--- src/rtl/occ_pipe_pkg.sv ---
package occ_pipe_pkg;
  localparam int DEF_STAGES = 10;
  localparam int DEF_DW     = 16;

  // Constant added by stage k (0-based).
  function automatic int unsigned stage_const(input int k);
    return k + 1;
  endfunction

  // Total offset after n stages.
  function automatic int unsigned total_offset(input int n);
    int unsigned s;
    s = 0;
    for (int k = 0; k < n; k++) s += stage_const(k);
    return s;
  endfunction
endpackage

--- src/rtl/issue_gate.sv ---
module issue_gate (
  input  logic clk,
  input  logic rst,
  input  logic issue_i,
  input  logic half_i,
  output logic accept_o
);
  logic took_last_q;

  // Half-rate mode refuses a submission adjacent to the previous accepted one.
  assign accept_o = issue_i & ~(half_i & took_last_q);

  always_ff @(posedge clk) begin
    if (rst) took_last_q <= 1'b0;
    else     took_last_q <= accept_o;
  end

  // two accepted half-rate submissions are never adjacent
  a_r6_no_adjacent: assert property (@(posedge clk) disable iff (rst)
    accept_o |=> !(half_i && accept_o));
endmodule

--- src/rtl/occ_shift.sv ---
module occ_shift #(
  parameter int N = 10
) (
  input  logic         clk,
  input  logic         rst,
  input  logic         inject_i,
  output logic [N-1:0] occ_o
);
  logic [N-1:0] occ_q;

  always_ff @(posedge clk) begin
    if (rst) occ_q <= '0;
    else     occ_q <= {occ_q[N-2:0], inject_i};
  end

  assign occ_o = occ_q;

  // the register is empty right after reset
  a_r1_occ_cleared: assert property (@(posedge clk)
    rst |=> (occ_q == '0));
endmodule

--- src/rtl/gated_stage.sv ---
module gated_stage #(
  parameter int DW = 16,
  parameter int K  = 0
) (
  input  logic          clk,
  input  logic          rst,
  input  logic          en_i,
  input  logic [DW-1:0] d_i,
  output logic [DW-1:0] q_o
);
  import occ_pipe_pkg::*;

  localparam logic [DW-1:0] ADDEND = DW'(stage_const(K));

  logic [DW-1:0] q_q;

  always_ff @(posedge clk) begin
    if (en_i) q_q <= d_i + ADDEND;
  end

  assign q_o = q_q;

  // an unoccupied stage holds its value
  a_r8_idle_holds: assert property (@(posedge clk) disable iff (rst)
    !en_i |=> $stable(q_q));
endmodule

--- src/rtl/occ_gated_pipe.sv ---
module occ_gated_pipe #(
  parameter int STAGES = occ_pipe_pkg::DEF_STAGES,
  parameter int DW     = occ_pipe_pkg::DEF_DW
) (
  input  logic          clk,
  input  logic          rst,
  input  logic          issue_i,
  input  logic [DW-1:0] operand_i,
  input  logic          half_rate_i,
  output logic          accept_o,
  output logic [DW-1:0] result_o,
  output logic          result_vld_o
);
  localparam int LAST = STAGES - 1;

  logic              accepted_ev;
  logic [STAGES-1:0] occ;
  logic [DW-1:0]     in_q;
  logic [DW-1:0]     stage_q [STAGES];
  logic              last_fire_ev;
  logic              vld_q;

  issue_gate u_gate (
    .clk      (clk),
    .rst      (rst),
    .issue_i  (issue_i),
    .half_i   (half_rate_i),
    .accept_o (accepted_ev)
  );

  occ_shift #(.N(STAGES)) u_occ (
    .clk      (clk),
    .rst      (rst),
    .inject_i (accepted_ev),
    .occ_o    (occ)
  );

  // Operand capture, loaded only on acceptance.
  always_ff @(posedge clk) begin
    if (accepted_ev) in_q <= operand_i;
  end

  for (genvar k = 0; k < STAGES; k++) begin : g_stage
    logic [DW-1:0] src;
    if (k == 0) begin : g_first
      assign src = in_q;
    end else begin : g_rest
      assign src = stage_q[k-1];
    end
    gated_stage #(.DW(DW), .K(k)) u_stage (
      .clk  (clk),
      .rst  (rst),
      .en_i (occ[k]),
      .d_i  (src),
      .q_o  (stage_q[k])
    );
  end

  assign last_fire_ev = occ[LAST];

  always_ff @(posedge clk) begin
    if (rst) vld_q <= 1'b0;
    else     vld_q <= last_fire_ev;
  end

  assign accept_o     = accepted_ev;
  assign result_o     = stage_q[LAST];
  assign result_vld_o = vld_q;

  // valid is low after reset
  a_r1_vld_cleared: assert property (@(posedge clk)
    rst |=> !result_vld_o);

  // full-rate mode takes every submission
  a_r2_full_rate: assert property (@(posedge clk) disable iff (rst)
    (!half_rate_i && issue_i) |-> accept_o);

  // valid follows the token that sat in the second-to-last stage two edges earlier
  a_r4_latency: assert property (@(posedge clk) disable iff (rst)
    result_vld_o |-> $past(occ[LAST-1], 2));

  // result holds whenever no new result is flagged
  a_r8_result_holds: assert property (@(posedge clk) disable iff (rst)
    !last_fire_ev |=> $stable(result_o));
endmodule

--- config.mk ---
export PLATFORM = sky130hd
export DESIGN_NAME = occ_gated_pipe
export DESIGN_NICKNAME = d
export VERILOG_FILES = /design/src/rtl/occ_pipe_pkg.sv /design/src/rtl/issue_gate.sv /design/src/rtl/occ_shift.sv /design/src/rtl/gated_stage.sv /design/src/rtl/occ_gated_pipe.sv
export SDC_FILE = /design/constraint.sdc
export NUM_CORES = 1
export LEC_CHECK = 0
export BUFFER_PORTS_ARGS = -buffer_cell sky130_fd_sc_hd__buf_2
export CAP_MARGIN = 25
export CORE_MARGIN = 2
export CORE_UTILIZATION = 45
export DETAILED_ROUTE_END_ITERATION = 16
export HOLD_SLACK_MARGIN = 0.08
export PLACE_DENSITY = 0.64
export SETUP_SLACK_MARGIN = 0.5
export SLEW_MARGIN = 20
export SYNTH_ARGS = -nofsm -noshare
export SYNTH_HDL_FRONTEND = slang
export SYNTH_SLANG_ARGS = --single-unit
--- constraint.sdc ---
create_clock -name clk -period 2.2 [get_ports clk]
set_clock_uncertainty 0.1 [all_clocks]
set_input_delay 0.11 -clock clk [delete_from_list [all_inputs] [get_ports clk]]
set_output_delay 0.11 -clock clk [all_outputs]
set_load 0.1 [all_outputs]
==> results.yml, run 1 <==
run_status:
  status: "finished, final reports clean"
worst_setup_path:
  endpoint_kind: "flip-flop"
  cp_slowest_stage_delay_ns: 0.51
  worstSetupStartpointType: "flip-flop"
  crit_path_cell_trace: "and3_4 > nand4_2 > or4b_4 > xnor2_2"
  cpMaxStageDelayCell: "or4b_4"
  rr_startpoint: "g_stage[7].u_stage.q_o[8]"
  critical_path.max_fanout: 4
  arrival_ns: 1.78
  critPathTopFamily: "simple AND/OR/NAND/NOR gates"
  cp.required_ns: 2.29
  path_buf_inv: 0
  critPathKind: "reg2reg"
  crit_path_start: "g_stage[7].u_stage.q_o[8]"
logic_synthesis:
  synth_cell_types: 33
  postSynthAreaPerCell_sq_um: 14.4
  synth_compound_area_share_pct: 1.04
  synth-simple-area-share_pct: 12.5
  synthAdderAreaFrac_pct: 1.57
  synth_nets: 583
  synth_top_family_by_area: "XOR/XNOR gates"
  synth.cell_area_sq_um: 7950
  synth_edf_count: 176
  muxShareOfSynthArea_pct: 0
  async_flop_share_pct: 0
  synth_seq_cells: 187
  synthXorXnorAreaFrac_pct: 14.6
  synthCells: 553
  yosysSeqAreaShare_pct: 69.3
  synthFlopType: "edfxtp_1"
  ys_warn_count: 0
placement:
  hpwl_um: 9100
  gp_congestion: 0.808
  port_buffers: 37
  dpl.cell_count: 815
  place_ws_ns: 0.385
floorplanning:
  coreArea_sq_um: 17300
  initial_core_util_pct: 46.0
  row_count: 48
  die_w_um: 137
  die-area_sq_um: 18700
  pin_count: 38
  dieHeight_um: 137
timing:
  max-slew-margin-rel_pct: 46.1
  min_period_ns: 1.69
  final_hold_viol_count: 0
  rsz0062_at_grt: "yes"
  fin_ws_ns: 0.512
  tightest_slew_ns: 0.808
  finalCritPeriodShare_pct: 76.7
  max_freq_mhz: 593
  finalSetupViolations: 0
  maxSlewViolCount: 0
  finalSetupTns_ns: 0
detailed_routing:
  via_per_inst: 5.03
  route.detailed.drc: 0
  vias: 4426
  ant_nets: 0
  wl_per_cell_um: 14.5
  wirelength_um: 12800
  firstDrtPassIters: 5
  drt_iter0_drc: 289
global_route:
  grt_pass1_vias: 4453
  grt_pass1_wl_um: 21200
  gr-total-overflow: 0
  grt_usage_pct: 14.9
  antenna_found_initial: 0
  grt_max_degree: 19
finish:
  final_cells: 880
  final_core_util_pct: 54.6
  n_fill_cell: 1407
  syn2layout_area_growth_pct: 18.8
  layout_common_cells: "edfxtp_1, xnor2_1, xor2_1"
  num-nets-final: 672
  drive_gt1_share_pct: 17.4
  antenna_cells: 0
  layout_commonest_cell: "edfxtp_1"
clocking:
  clockRootBuffer: "clkbuf_16"
  numCtsBuffers: 17
  clock_latency_ns: 0.43
  cts_tree: "done"
  clk_pin_slew_ns: 0.07
  clock-sinks: 187
  htreeDepth: 4
  clk_path_buf_depth: 2
power:
  vdd_ir_drop_max_mv: 0.590
  p_total_uw: 7060
  power.density_nw_per_um2: 748
  cellLeakagePower_uw: 0.00327
run:
  drv_cap: 0
hold_path:
  hp-start: "issue_i"
  hp-class: "in2reg"
report_power, final:
group	switching, uW	internal [uW]
Combinational	67.5	83.2
Sequential	64.3	3920
Clock	1330	1590
layout make-up:
type                    count  area [sq um]  area share (%)
multi-input cells         344          2500            26.5
well taps                 225           282            2.98
inverters                  21          78.8           0.835
clock inverters            13           139            1.47
repair buffers             71           495            5.25
flip-flops and latches    187          5510            58.3
clock buffers              19           433            4.59
logic make-up (layout without fill, tap and decap cells):
logic type,after synthesis,after routing
AOI/OAI and AO/OA,13,13
buffers and inverters,22,124
xor gates and xnor gates,132,132
adders and majority gates,10,10
and+or+nand+nor,189,189
DFF,187,187
routing by layer:
layer	vias up	track usage (%)	share of wire [%]
li1	2185	-	-
met1	2181	15.3	39
met4	0	6.64	1.8
met5	-	0	0
met3	14	3.59	2.3
met2	46	28.3	57
what timing repair did:
item,4_1_cts,5_1_grt
setup endpoints to repair,16,33
setup buffers,4,9
endpoints found under the hold margin,29,0
pin swaps,0,9
hold buffers,20,0
gates resized for setup,13,20
Yosys cell counts, drive strengths merged (8+ instances only):
library cell  count  area share [%]
and3             17             1.4
nand4            25             2.0
nor2             34             1.6
nand3            36             2.3
nor3              8            0.50
edfxtp          176              66
xor2             47             5.2
xnor2            85             9.5
nand2            39             1.8
dfxtp            11             2.8
nor2b            12            0.94
ha               10             1.6
inv              21            0.99
sequential cells by signal (all words and copies together) (netlist names):
signal and cells:
g_stage.src 16, g_stage.u_stage.q_o 160, u_occ.occ_o 10, result_vld_o 1
worst reg2reg max path, cell delays in order (launching register included):
cell,delay [ns]
edfxtp_1,0.36
and3_4,0.21
nand4_2,0.12
or4b_4,0.51
xnor2_2,0.14
path summary, 6_finish.rpt:
path / endpoint / slack, ns / cells after the start
min reg2reg: g_stage[3].u_stage.q_o[1] / 0.33 / 0
max reg2reg: g_stage[8].u_stage.q_o[15] / 0.51 / 4
max: g_stage[8].u_stage.q_o[15] / 0.51 / 4
min: g_stage[0].src[1] / 0.20 / 3
through the flow:
step           hold slack, ns  cell area [sq um]
4_1_cts                 0.184               9300
6_report                0.201               9440
2_1_floorplan          0.0816               7960
3_5_place_dp            0.188               8430
3_3_place_gp            0.187               8430
5_1_grt                 0.206               9440
Note: power is estimated with default switching activity, not from simulation.
==> inputs of run 2 (changes only) <==
--- a/config.mk
+++ b/config.mk
@@ -5,6 +5,7 @@
 export SDC_FILE = /design/constraint.sdc
 export NUM_CORES = 1
 export LEC_CHECK = 0
+export ABC_AREA = 1
 export BUFFER_PORTS_ARGS = -buffer_cell sky130_fd_sc_hd__buf_2
 export CAP_MARGIN = 25
 export CORE_MARGIN = 2
==> constraint.sdc (replaced) <==
create_clock -name clk -period 1.5 [get_ports clk]
set_clock_uncertainty 0.1 [all_clocks]
set_input_delay 0.075 -clock clk [delete_from_list [all_inputs] [get_ports clk]]
set_output_delay 0.075 -clock clk [all_outputs]
set_load 0.1 [all_outputs]
==> results.yml, run 2 <==
worst_setup_path:
  cp.depth: 5
  critical_path.max_fanout: 7
  path_buf_inv: 0
  cp_slowest_stage_delay_ns: 0.45
  cpMaxStageDelayCell: "edfxtp_1"
  r2r_cells: 5
  worstSetupStartpointType: "flip-flop"
  critPathKind: "reg2reg"
  crit_path_cell_trace: "ha_4 > nand2_4 > nor2_4 > nand2_1 > xnor2_1"
  critPathTopFamily: "flip-flops"
  arrival_ns: 1.63
  cp.required_ns: 1.59
  endpoint_kind: "flip-flop"
global_route:
  grt_pass1_wl_um: 27800
  gr-total-overflow: 0
  antenna_found_initial: 0
  grt_usage_pct: 17.1
  grt_pass1_vias: 6103
  grt_max_degree: 20
placement:
  place_ws_ns: -0.0309
  gp_congestion: 0.833
  port_buffers: 37
  hpwl_um: 11200
clocking:
  clk_path_buf_depth: 2
  clk_pin_slew_ns: 0.08
  clock-sinks: 187
  clock_latency_ns: 0.44
  clockRootBuffer: "clkbuf_16"
  htreeDepth: 4
  cts_tree: "done"
  numCtsBuffers: 17
floorplanning:
  row_count: 51
  die_w_um: 144
  coreArea_sq_um: 19400
  die-area_sq_um: 20800
  initial_core_util_pct: 45.7
  dieHeight_um: 144
  pin_count: 38
detailed_routing:
  route.detailed.drc: 0
  wirelength_um: 18500
  vias: 6468
  via_per_inst: 4.84
  drt_iter0_drc: 304
  ant_nets: 0
  firstDrtPassIters: 5
  wl_per_cell_um: 13.9
run:
  drv_cap: 0
finish:
  syn2layout_area_growth_pct: 44.8
  antenna_cells: 0
  drive_gt1_share_pct: 39.3
  layout_common_cells: "nand2_1, edfxtp_1, inv_1"
  largest_reg_flops: 160
  layout_commonest_cell: "nand2_1"
  num-nets-final: 1087
timing:
  max-slew-margin-rel_pct: 81.0
  finalSetupViolations: 5
  tightest_slew_ns: 0.285
  maxSlewViolCount: 0
  finalCritPeriodShare_pct: 103
  fin_ws_ns: -0.0427
  min_period_ns: 1.54
  rsz0062_at_grt: "yes"
  max_freq_mhz: 648
  final_hold_viol_count: 0
  holdWs_ns: 0.245
logic_synthesis:
  async_flop_share_pct: 0
  synth_nets: 897
  synthFlopType: "edfxtp_1"
  synthCells: 867
  synth_seq_cells: 187
  postSynthAreaPerCell_sq_um: 10.2
  synthTopCellsByArea: "edfxtp_1, nand2_1, inv_1, xnor2_1, nor2_1"
  synth.most_common_cell: "nand2_1"
  synth_top_area_share_pct: 59.7
  yosysTopAreaCell: "edfxtp_1"
  yosysSeqAreaShare_pct: 62.1
  synth_edf_count: 176
  synth_cell_types: 22
  netlist_top_cells_count: "nand2_1, edfxtp_1, inv_1"
  ys_warn_count: 0
  synth.cell_area_sq_um: 8860
run_status:
  status: "finished with violations"
  violations: "negative setup slack"
power:
  vdd_ir_drop_max_mv: 0.792
  cellLeakagePower_uw: 0.00511
  power.density_nw_per_um2: 860
hold_path:
  hold_depth: 2
  hp-class: "in2reg"
==> run 2: cell count changes in the layout (fill, tap and decap cells not counted), sizes merged, moves of 22 or more <==
cell	previous run	this run
nand2	39	259
buf	51	152
inv	25	118
nor2	34	106
xnor2	85	43
nand3	36	58
==> run 2: routing by layer <==
layer	wire length [um]	track usage [%]	vias to the layer above
li1	-	-	3240
met1	7280	19.2	3084
met2	10300	31.7	111
met3	575	4.27	33
met4	354	5.88	0
met5	0	0	-
==> run 2: report_power, final <==
part	switching, uW	internal [uW]
Sequential	101	5740
Combinational	228	255
Clock	2150	2560
==> run 2: cell families after synthesis <==
kind of cell             count (synthesis)  share of synthesized area (%)
adder cells (fa/ha/maj)                 10                           1.41
buffers and inverters                  113                           4.79
AO/OA/AOI/OAI                           16                           1.00
XOR/XNOR                                78                           7.71
flip-flops                             187                           62.1
AND/OR/NAND/NOR                        463                           22.9
==> run 2: worst register-to-register path: cells and delay by family (launching register included) <==
family                     cells  cell delay, ns
DFF                            1            0.45
and+or+nand+nor                3            0.42
adders and majority gates      1            0.19
xor gates and xnor gates       1            0.14
==> run 2: worst paths after layout <==
path / slack, ns / from / end
hold / removal: 0.25 / operand_i[13] / g_stage[0].src[13]
hold reg to reg: 0.32 / g_stage[4].u_stage.q_o[0] / g_stage[5].u_stage.q_o[0]
setup / recovery: -0.04 / g_stage[0].src[1] / g_stage[0].u_stage.q_o[10]
setup reg to reg: -0.04 / g_stage[0].src[1] / g_stage[0].u_stage.q_o[10]
==> run 2: final cells by class <==
type	count	area (sq um)
clock buffers	17	425
clock inverters	15	204
fillers	1394	6570
inverters	112	442
multi-input cells	568	4140
flip-flops and latches	187	5540
well taps	265	332
repair buffers	171	1750
==> run 2: through the flow <==
stage / total power [uW] / instance area [sq um] / instances / utilization (%) / TNS, ns
2_1_floorplan: 6110 / 9160 / 867 / - / -3.59
3_3_place_gp: 6220 / 9810 / 1183 / 50.6 / 0
3_5_place_dp: 6230 / 9810 / 1183 / 50.6 / -0.0578
4_1_cts: 11000 / 11800 / 1295 / 60.6 / 0
5_1_grt: 11300 / 12800 / 1335 / 66.1 / -1.11
6_report: 11000 / 12800 / 1335 / 66.1 / -0.0930
==> run 2: timing repair <==
| action | 4_1_cts | 5_1_grt |
|---|---|---|
| endpoints found under the hold margin | 27 | 0 |
| cloned | 2 | 0 |
| endpoints found under the setup margin | 314 | 193 |
| gates resized for setup | 159 | 172 |
| hold buffers | 19 | 0 |
| pin swaps | 75 | 79 |
| buffers inserted | 59 | 40 |
